### config.mk
export PLATFORM = sky130hd
export DESIGN_NAME = frame_linear_vtg
export DESIGN_NICKNAME = d
export VERILOG_FILES = /design/src/rtl/flvtg_pkg.sv /design/src/rtl/flvtg_shadow.sv /design/src/rtl/flvtg_counters.sv /design/src/rtl/flvtg_pixsel.sv /design/src/rtl/frame_linear_vtg.sv
export SDC_FILE = /design/constraint.sdc
export NUM_CORES = 1
export LEC_CHECK = 0
export CAP_MARGIN = 15
export CORE_UTILIZATION = 40
export DETAILED_ROUTE_END_ITERATION = 10
export GPL_TIMING_DRIVEN = 0
export SLEW_MARGIN = 0
export SYNTH_ARGS = -nofsm -noshare
export SYNTH_HDL_FRONTEND = slang
export SYNTH_SLANG_ARGS = --single-unit
### constraint.sdc
create_clock -name clk -period 5.73 [get_ports clk]
set_input_delay 1.4325 -clock clk [delete_from_list [all_inputs] [get_ports clk]]
set_output_delay 1.4325 -clock clk [all_outputs]
set_load 0.005 [all_outputs]
### src/rtl/flvtg_pkg.sv
package flvtg_pkg;
  typedef enum logic [1:0] {
    SEL_BLANK  = 2'd0,
    SEL_BORDER = 2'd1,
    SEL_PIXEL  = 2'd2,
    SEL_UFILL  = 2'd3
  } pix_sel_e;
endpackage

### src/rtl/flvtg_shadow.sv
module flvtg_shadow #(
  parameter int HW = 12,
  parameter int FW = 24,
  parameter int PW = 24
) (
  input  logic          clk,
  input  logic          rst_n,
  input  logic          load,
  input  logic          in_en,
  input  logic [HW-1:0] in_hperiod,
  input  logic [HW-1:0] in_hpulse,
  input  logic [HW-1:0] in_hstart,
  input  logic [HW-1:0] in_hend,
  input  logic [FW-1:0] in_fperiod,
  input  logic [FW-1:0] in_vlen,
  input  logic [FW-1:0] in_vstart,
  input  logic [FW-1:0] in_vend,
  input  logic [HW-1:0] in_skew,
  input  logic          in_hpol,
  input  logic          in_vpol,
  input  logic [PW-1:0] in_border,
  input  logic [PW-1:0] in_ufcol,
  input  logic          in_recover,
  output logic          q_en,
  output logic [HW-1:0] q_hperiod,
  output logic [HW-1:0] q_hpulse,
  output logic [HW-1:0] q_hstart,
  output logic [HW-1:0] q_hend,
  output logic [FW-1:0] q_fperiod,
  output logic [FW-1:0] q_vlen,
  output logic [FW-1:0] q_vstart,
  output logic [FW-1:0] q_vend,
  output logic [HW-1:0] q_skew,
  output logic          q_hpol,
  output logic          q_vpol,
  output logic [PW-1:0] q_border,
  output logic [PW-1:0] q_ufcol,
  output logic          q_recover
);
  // Active set: reloaded continuously when stopped, at frame end when running.
  always_ff @(posedge clk or negedge rst_n) begin
    if (!rst_n) begin
      q_en      <= 1'b0;
      q_hperiod <= '0;
      q_hpulse  <= '0;
      q_hstart  <= '0;
      q_hend    <= '0;
      q_fperiod <= '0;
      q_vlen    <= '0;
      q_vstart  <= '0;
      q_vend    <= '0;
      q_skew    <= '0;
      q_hpol    <= 1'b0;
      q_vpol    <= 1'b0;
      q_border  <= '0;
      q_ufcol   <= '0;
      q_recover <= 1'b0;
    end else if (load) begin
      q_en      <= in_en;
      q_hperiod <= in_hperiod;
      q_hpulse  <= in_hpulse;
      q_hstart  <= in_hstart;
      q_hend    <= in_hend;
      q_fperiod <= in_fperiod;
      q_vlen    <= in_vlen;
      q_vstart  <= in_vstart;
      q_vend    <= in_vend;
      q_skew    <= in_skew;
      q_hpol    <= in_hpol;
      q_vpol    <= in_vpol;
      q_border  <= in_border;
      q_ufcol   <= in_ufcol;
      q_recover <= in_recover;
    end
  end
endmodule

### src/rtl/flvtg_counters.sv
module flvtg_counters #(
  parameter int HW = 12,
  parameter int FW = 24
) (
  input  logic          clk,
  input  logic          rst_n,
  input  logic          run,
  input  logic [HW-1:0] hperiod,
  input  logic [FW-1:0] fperiod,
  output logic [HW-1:0] hcnt,
  output logic [FW-1:0] fcnt,
  output logic          wrap
);
  logic [FW:0] f_next;
  logic [HW:0] h_next;
  logic        line_end;

  assign f_next   = {1'b0, fcnt} + 1'b1;
  assign h_next   = {1'b0, hcnt} + 1'b1;
  assign wrap     = run && (f_next >= {1'b0, fperiod});
  assign line_end = h_next >= {1'b0, hperiod};

  always_ff @(posedge clk or negedge rst_n) begin
    if (!rst_n) begin
      hcnt <= '0;
      fcnt <= '0;
    end else if (!run || wrap) begin
      hcnt <= '0;
      fcnt <= '0;
    end else begin
      fcnt <= f_next[FW-1:0];
      hcnt <= line_end ? '0 : h_next[HW-1:0];
    end
  end
endmodule

### src/rtl/flvtg_pixsel.sv
module flvtg_pixsel
  import flvtg_pkg::*;
#(
  parameter int PW = 24
) (
  input  logic          clk,
  input  logic          rst_n,
  input  logic          run,
  input  logic          de,
  input  logic          wrap,
  input  logic          recover,
  input  logic          pix_valid,
  input  logic [PW-1:0] pix_data,
  input  logic [PW-1:0] border,
  input  logic [PW-1:0] ufcol,
  output logic [PW-1:0] pixel
);
  logic     uf_hold;
  pix_sel_e sel;

  always_ff @(posedge clk or negedge rst_n) begin
    if (!rst_n)                 uf_hold <= 1'b0;
    else if (!run)              uf_hold <= 1'b0;
    else if (wrap && recover)   uf_hold <= 1'b0;
    else if (de && !pix_valid)  uf_hold <= 1'b1;
  end

  always_comb begin
    if (!run)                         sel = SEL_BLANK;
    else if (!de)                     sel = SEL_BORDER;
    else if (uf_hold || !pix_valid)   sel = SEL_UFILL;
    else                              sel = SEL_PIXEL;
  end

  always_comb begin
    unique case (sel)
      SEL_BORDER: pixel = border;
      SEL_PIXEL:  pixel = pix_data;
      SEL_UFILL:  pixel = ufcol;
      default:    pixel = '0;
    endcase
  end
endmodule

### src/rtl/frame_linear_vtg.sv
module frame_linear_vtg #(
  parameter int HW = 12,
  parameter int FW = 24,
  parameter int PW = 24
) (
  input  logic          clk,
  input  logic          rst_n,
  input  logic          cfg_enable,
  input  logic [HW-1:0] cfg_hperiod,
  input  logic [HW-1:0] cfg_hpulse,
  input  logic [HW-1:0] cfg_hstart,
  input  logic [HW-1:0] cfg_hend,
  input  logic [FW-1:0] cfg_fperiod,
  input  logic [FW-1:0] cfg_vlen,
  input  logic [FW-1:0] cfg_vstart,
  input  logic [FW-1:0] cfg_vend,
  input  logic [HW-1:0] cfg_skew,
  input  logic          cfg_hsync_low,
  input  logic          cfg_vsync_low,
  input  logic [PW-1:0] cfg_border,
  input  logic [PW-1:0] cfg_uf_color,
  input  logic          cfg_uf_recover,
  input  logic          pix_valid,
  output logic          pix_ready,
  input  logic [PW-1:0] pix_data,
  output logic          vid_hsync,
  output logic          vid_vsync,
  output logic          vid_de,
  output logic [PW-1:0] vid_pixel,
  output logic          frame_start
);
  localparam int SW = FW + 1;

  logic          act_en, act_hpol, act_vpol, act_recover;
  logic [HW-1:0] act_hperiod, act_hpulse, act_hstart, act_hend, act_skew;
  logic [FW-1:0] act_fperiod, act_vlen, act_vstart, act_vend;
  logic [PW-1:0] act_border, act_ufcol;
  logic [HW-1:0] hcnt;
  logic [FW-1:0] fcnt;
  logic          wrap, load;
  logic          h_act, v_act, h_win, v_win;
  logic [SW-1:0] vs_begin, vs_stop;

  assign load = !act_en || wrap;

  flvtg_shadow #(.HW(HW), .FW(FW), .PW(PW)) u_shadow (
    .clk(clk), .rst_n(rst_n), .load(load),
    .in_en(cfg_enable), .in_hperiod(cfg_hperiod), .in_hpulse(cfg_hpulse),
    .in_hstart(cfg_hstart), .in_hend(cfg_hend), .in_fperiod(cfg_fperiod),
    .in_vlen(cfg_vlen), .in_vstart(cfg_vstart), .in_vend(cfg_vend),
    .in_skew(cfg_skew), .in_hpol(cfg_hsync_low), .in_vpol(cfg_vsync_low),
    .in_border(cfg_border), .in_ufcol(cfg_uf_color), .in_recover(cfg_uf_recover),
    .q_en(act_en), .q_hperiod(act_hperiod), .q_hpulse(act_hpulse),
    .q_hstart(act_hstart), .q_hend(act_hend), .q_fperiod(act_fperiod),
    .q_vlen(act_vlen), .q_vstart(act_vstart), .q_vend(act_vend),
    .q_skew(act_skew), .q_hpol(act_hpol), .q_vpol(act_vpol),
    .q_border(act_border), .q_ufcol(act_ufcol), .q_recover(act_recover)
  );

  flvtg_counters #(.HW(HW), .FW(FW)) u_cnt (
    .clk(clk), .rst_n(rst_n), .run(act_en),
    .hperiod(act_hperiod), .fperiod(act_fperiod),
    .hcnt(hcnt), .fcnt(fcnt), .wrap(wrap)
  );

  // Vertical sync as a span of the frame counter, shifted by the skew.
  assign vs_begin = SW'(act_skew);
  assign vs_stop  = vs_begin + {1'b0, act_vlen};
  assign h_act    = hcnt < act_hpulse;
  assign v_act    = ({1'b0, fcnt} >= vs_begin) && ({1'b0, fcnt} < vs_stop);
  assign h_win    = (hcnt >= act_hstart) && (hcnt <= act_hend);
  assign v_win    = (fcnt >= act_vstart) && (fcnt <= act_vend);

  assign vid_hsync   = (act_en && h_act) ^ act_hpol;
  assign vid_vsync   = (act_en && v_act) ^ act_vpol;
  assign vid_de      = act_en && h_win && v_win;
  assign pix_ready   = vid_de;
  assign frame_start = act_en && (fcnt == '0);

  flvtg_pixsel #(.PW(PW)) u_pix (
    .clk(clk), .rst_n(rst_n), .run(act_en), .de(vid_de), .wrap(wrap),
    .recover(act_recover), .pix_valid(pix_valid), .pix_data(pix_data),
    .border(act_border), .ufcol(act_ufcol), .pixel(vid_pixel)
  );
endmodule

==> impl_results.md <==
- Mapped Nets: 1,734
- Int Pwr: roughly 4.2 mW
- Wire per inst: ~19 um
- Hpwl dp: about 31 mm
- Vias: roughly 11,000
- Required @ worst endpoint: approximately 4300 ps
- Initial antenna violation count: 9
- Combinational family with the most area after synthesis: multiplexers
- Yosys reg bits: about 250
- Clock power share: roughly a third
- PortBufs: around 260
- Core box area: 37,700 um^2
- Post-synth EDFFs: 0
- DRT Pass-1 Iters: 4
- GR Util All Layers: a little over a fifth
- Final Instance Count excl. Fillers: between 2,000 and 2,500
- Die ar.: just under 40,000 um^2
- Sequential area share after synthesis: about two fifths
- First-pass GRT wire length: 65.4 mm
- Ratio of final minimum period to clock period: around 100%
- Clock Sinks: ~250
- Mux cell area share after synthesis: roughly a fifth
- Final Hold Viols: 0
- Grt ovf: 0
- Post-synthesis simple-gate area fraction: about 9%
- Outcome: complete, no violations
- Row count: 71
- P_leak: between 9 and 10 nW
- Gpl congestion: about 0.84
- WS Path Type: register to primary output
- Die H: between 150 and 200 um
- Yosys warning total: 0
- Largest net degree at the start of global routing: between 100 and 150
- Clock transition at path regs: 60 ps
- Net Switching: 1.81 mW
- Power Dens Cells: 301 nW/um^2
- Max Slew Vio Count: 0
- Critical Path End Type: primary output
- Logic gate share of total power: roughly 29%
- Ys flop type: dfrtp_1
- Worst-margin pin slew: ~890 ps
- I/O pins: 264
- Mapped cell area: between 15,000 and 20,000 um^2
- Critical path arrival: around 4300 ps
- Clock Latency Late Sink: slightly below 600 ps
- Fraction of final layout cells sized beyond drive strength 1: between 20% and 30%
- H-tree Lvls: 1
- Gate Count Post-Synth: roughly 1,300
- DRC Markers: 0
- Max-Slew Margin vs Limit: about two fifths
- Final worst path period need: 5730 ps
- Post-Synth Adder-Cell Area: ~14%
- CTS root buf: clkbuf_16
- Starting density of the core: roughly two fifths
- Worst hold path class: register to register
- Max-cap violation count: 0
- Max Buffers Root-to-Sink: 3
- Post-layout net count: ~2,000
- DRT iter0 DRCs: 393
- CTS tree: built
- Crit Path Max Fanout: 4
- Vias in the first global route: roughly 12,000
- Area Growth Syn to Fin: 31.5%
- Mean Syn Cell Area: around 11 um^2
- Util after Layout: between 50% and 60%
- Synth cell types: 56
- RSZ-0062 raised after global routing: yes
- Fraction of registers with async set/reset: 100%
- Net Sw Frac: between 20% and 30%
- Worst Skew: 25.1 ps
- Sequential share of power: between 30% and 40%
- Total CTS buffers: 30
- Post-Synth XOR/XNOR Area: 3.21%
- Setup violators final: 0
- Die width: approximately 200 um
- Vias per cell: 5.04
- Compound-gate portion of the synthesized area: approximately 7.4%
- Peak supply drop: around 0.22 mV
- Fillers: approximately 3,400
- Routed WL: roughly 42 mm
- F_max: about 170 MHz
- DP Cell Count: around 2,100
- Final ANT Viol Nets: 0
- Worst setup SP type: register
through the flow:
| step | hold slack (ps) | power [mW] | instance area [um^2] | setup TNS, ps | worst slack, ps |
|---|---|---|---|---|---|
| 2_1_floorplan | 460 | 3.26 | 15300 | 0 | 722 |
| 3_3_place_gp | 469 | 3.83 | 18600 | -1913380 | -7830 |
| 3_5_place_dp | 481 | 3.88 | 18600 | -869 | -717 |
| 4_1_cts | 495 | 6.09 | 20000 | -21.3 | -21.3 |
| 5_1_grt | 519 | 6.45 | 20100 | -257 | -257 |
| 6_report | 493 | 6.05 | 20100 | 0 | 0.143 |
power by group through the flow:
stage / Clock, mW / Sequential [mW] / Combinational, mW
6_report: 2.08 / 2.25 / 1.73
5_1_grt: 2.20 / 2.28 / 1.97
4_1_cts: 2.14 / 2.25 / 1.70
3_5_place_dp: 0 / 2.27 / 1.60
3_3_place_gp: 0 / 2.27 / 1.55
2_1_floorplan: 0 / 2.16 / 1.10
cells in the mapped netlist (13+ instances only):
cell | number | share of area, %
nand3_1 | 36 | 1.2
a21o_1 | 23 | 1.1
clkbuf_1 | 14 | 0.34
nand4_1 | 22 | 0.90
mux2_2 | 76 | 5.6
xor2_1 | 21 | 1.2
a21oi_1 | 50 | 1.6
o21ai_0 | 55 | 1.8
ha_1 | 169 | 14
nor3b_1 | 13 | 0.64
nand2_1 | 84 | 2.1
mux2_4 | 150 | 15
dfrtp_1 | 245 | 40
and2_1 | 25 | 1.0
inv_1 | 137 | 3.4
nor2_1 | 29 | 0.71
xnor2_1 | 35 | 2.0
metal layers:
metal	track usage, %	vias up	share of wire (%)
met5	0	-	0.22
met1	27.2	5363	43
met4	4.88	14	2.3
met3	6.04	65	6.6
met2	36.7	260	47
li1	-	5319	-
worst paths after layout:
check,from,end,slack (ps),depth (start not counted)
setup / recovery,u_shadow.q_skew[1]$_DFFE_PN0P_,vid_vsync,0.1,20
hold / removal,u_shadow.q_ufcol[11]$_DFFE_PN0P_,u_shadow.q_ufcol[11]$_DFFE_PN0P_,490,1
setup reg to reg,u_cnt.fcnt[4]$_DFF_PN0_,u_shadow.q_vstart[22]$_DFFE_PN0P_,1150,17
hold reg to reg,u_shadow.q_ufcol[11]$_DFFE_PN0P_,u_shadow.q_ufcol[11]$_DFFE_PN0P_,490,1
max in group asynchronous,rst_n,u_cnt.fcnt[22]$_DFF_PN0_,4230,2
min in group asynchronous,rst_n,u_shadow.q_vstart[17]$_DFFE_PN0P_,660,1
state kept, by name, summed over array words and instances (netlist names), 24 cells and up:
signal and flops:
u_shadow.q_fperiod 24, u_cnt.fcnt 24, u_shadow.q_border 24, u_shadow.q_vend 24, u_shadow.q_vlen 24, u_shadow.q_vstart 24, u_shadow.q_ufcol 24
final cells by class:
type                            instances  area (um^2)  share of cell area (%)
Multi-Input combinational cell        905         8480                    42.2
Buffer                                 42          357                    1.77
Inverter                              137          514                    2.56
Clock buffer                           41          832                    4.14
Clock inverter                         13          246                    1.23
Timing Repair Buffer                  291         2890                    14.4
Sequential cell                       245         6130                    30.5
Tap cell                              511          639                    3.18
Antenna cell                            2         5.00                  0.0249
critical path, stage by stage (launching register included):
cell       delay, ps
dfrtp_1          380
ha_1             340
a211oi_2         260
o21ai_2          110
a21oi_2          170
o21ai_2           90
a21oi_2          230
o21ai_4          100
buf_6            140
nand4_1           90
xor2_1            70
ha_1             300
and4_4           240
nand2_4           70
nor4_4           270
o21ai_1          110
a21oi_2          180
a2111oi_4         70
o221ai_2         230
xnor2_1          140
buf_2            130
cell families after synthesis:
family,Yosys count
simple gates,264
fa+ha+maj,170
xor+xnor,56
mux,231
buf+inv,179
flops,245
compound gates,184
cell usage in the layout, fill, tap and decap left out, drive strengths merged, types with 5 or more instances in the layout:
cell type and n:
a211oi 12, a21o 23, a21oi 50, and2 25
and3 11, and4 7, buf 58, bufinv 6
clkbuf 55, clkdlybuf4s50 261, clkinv 5, dfrtp 245
ha 169, inv 138, mux2 231, nand2 84
nand2b 6, nand3 37, nand4 22, nor2 29
nor2b 6, nor3 10, nor3b 13, nor4 7
o211ai 10, o21a 6, o21ai 56, o21bai 5
xnor2 35, xor2 21
repair_timing:
action,CTS,global route
setup buffers,18,8
setup endpoints to repair,27,17
pin swaps,23,19
resized for setup,44,16
hold buffers,0,0
(Power assumes the default switching activity.)
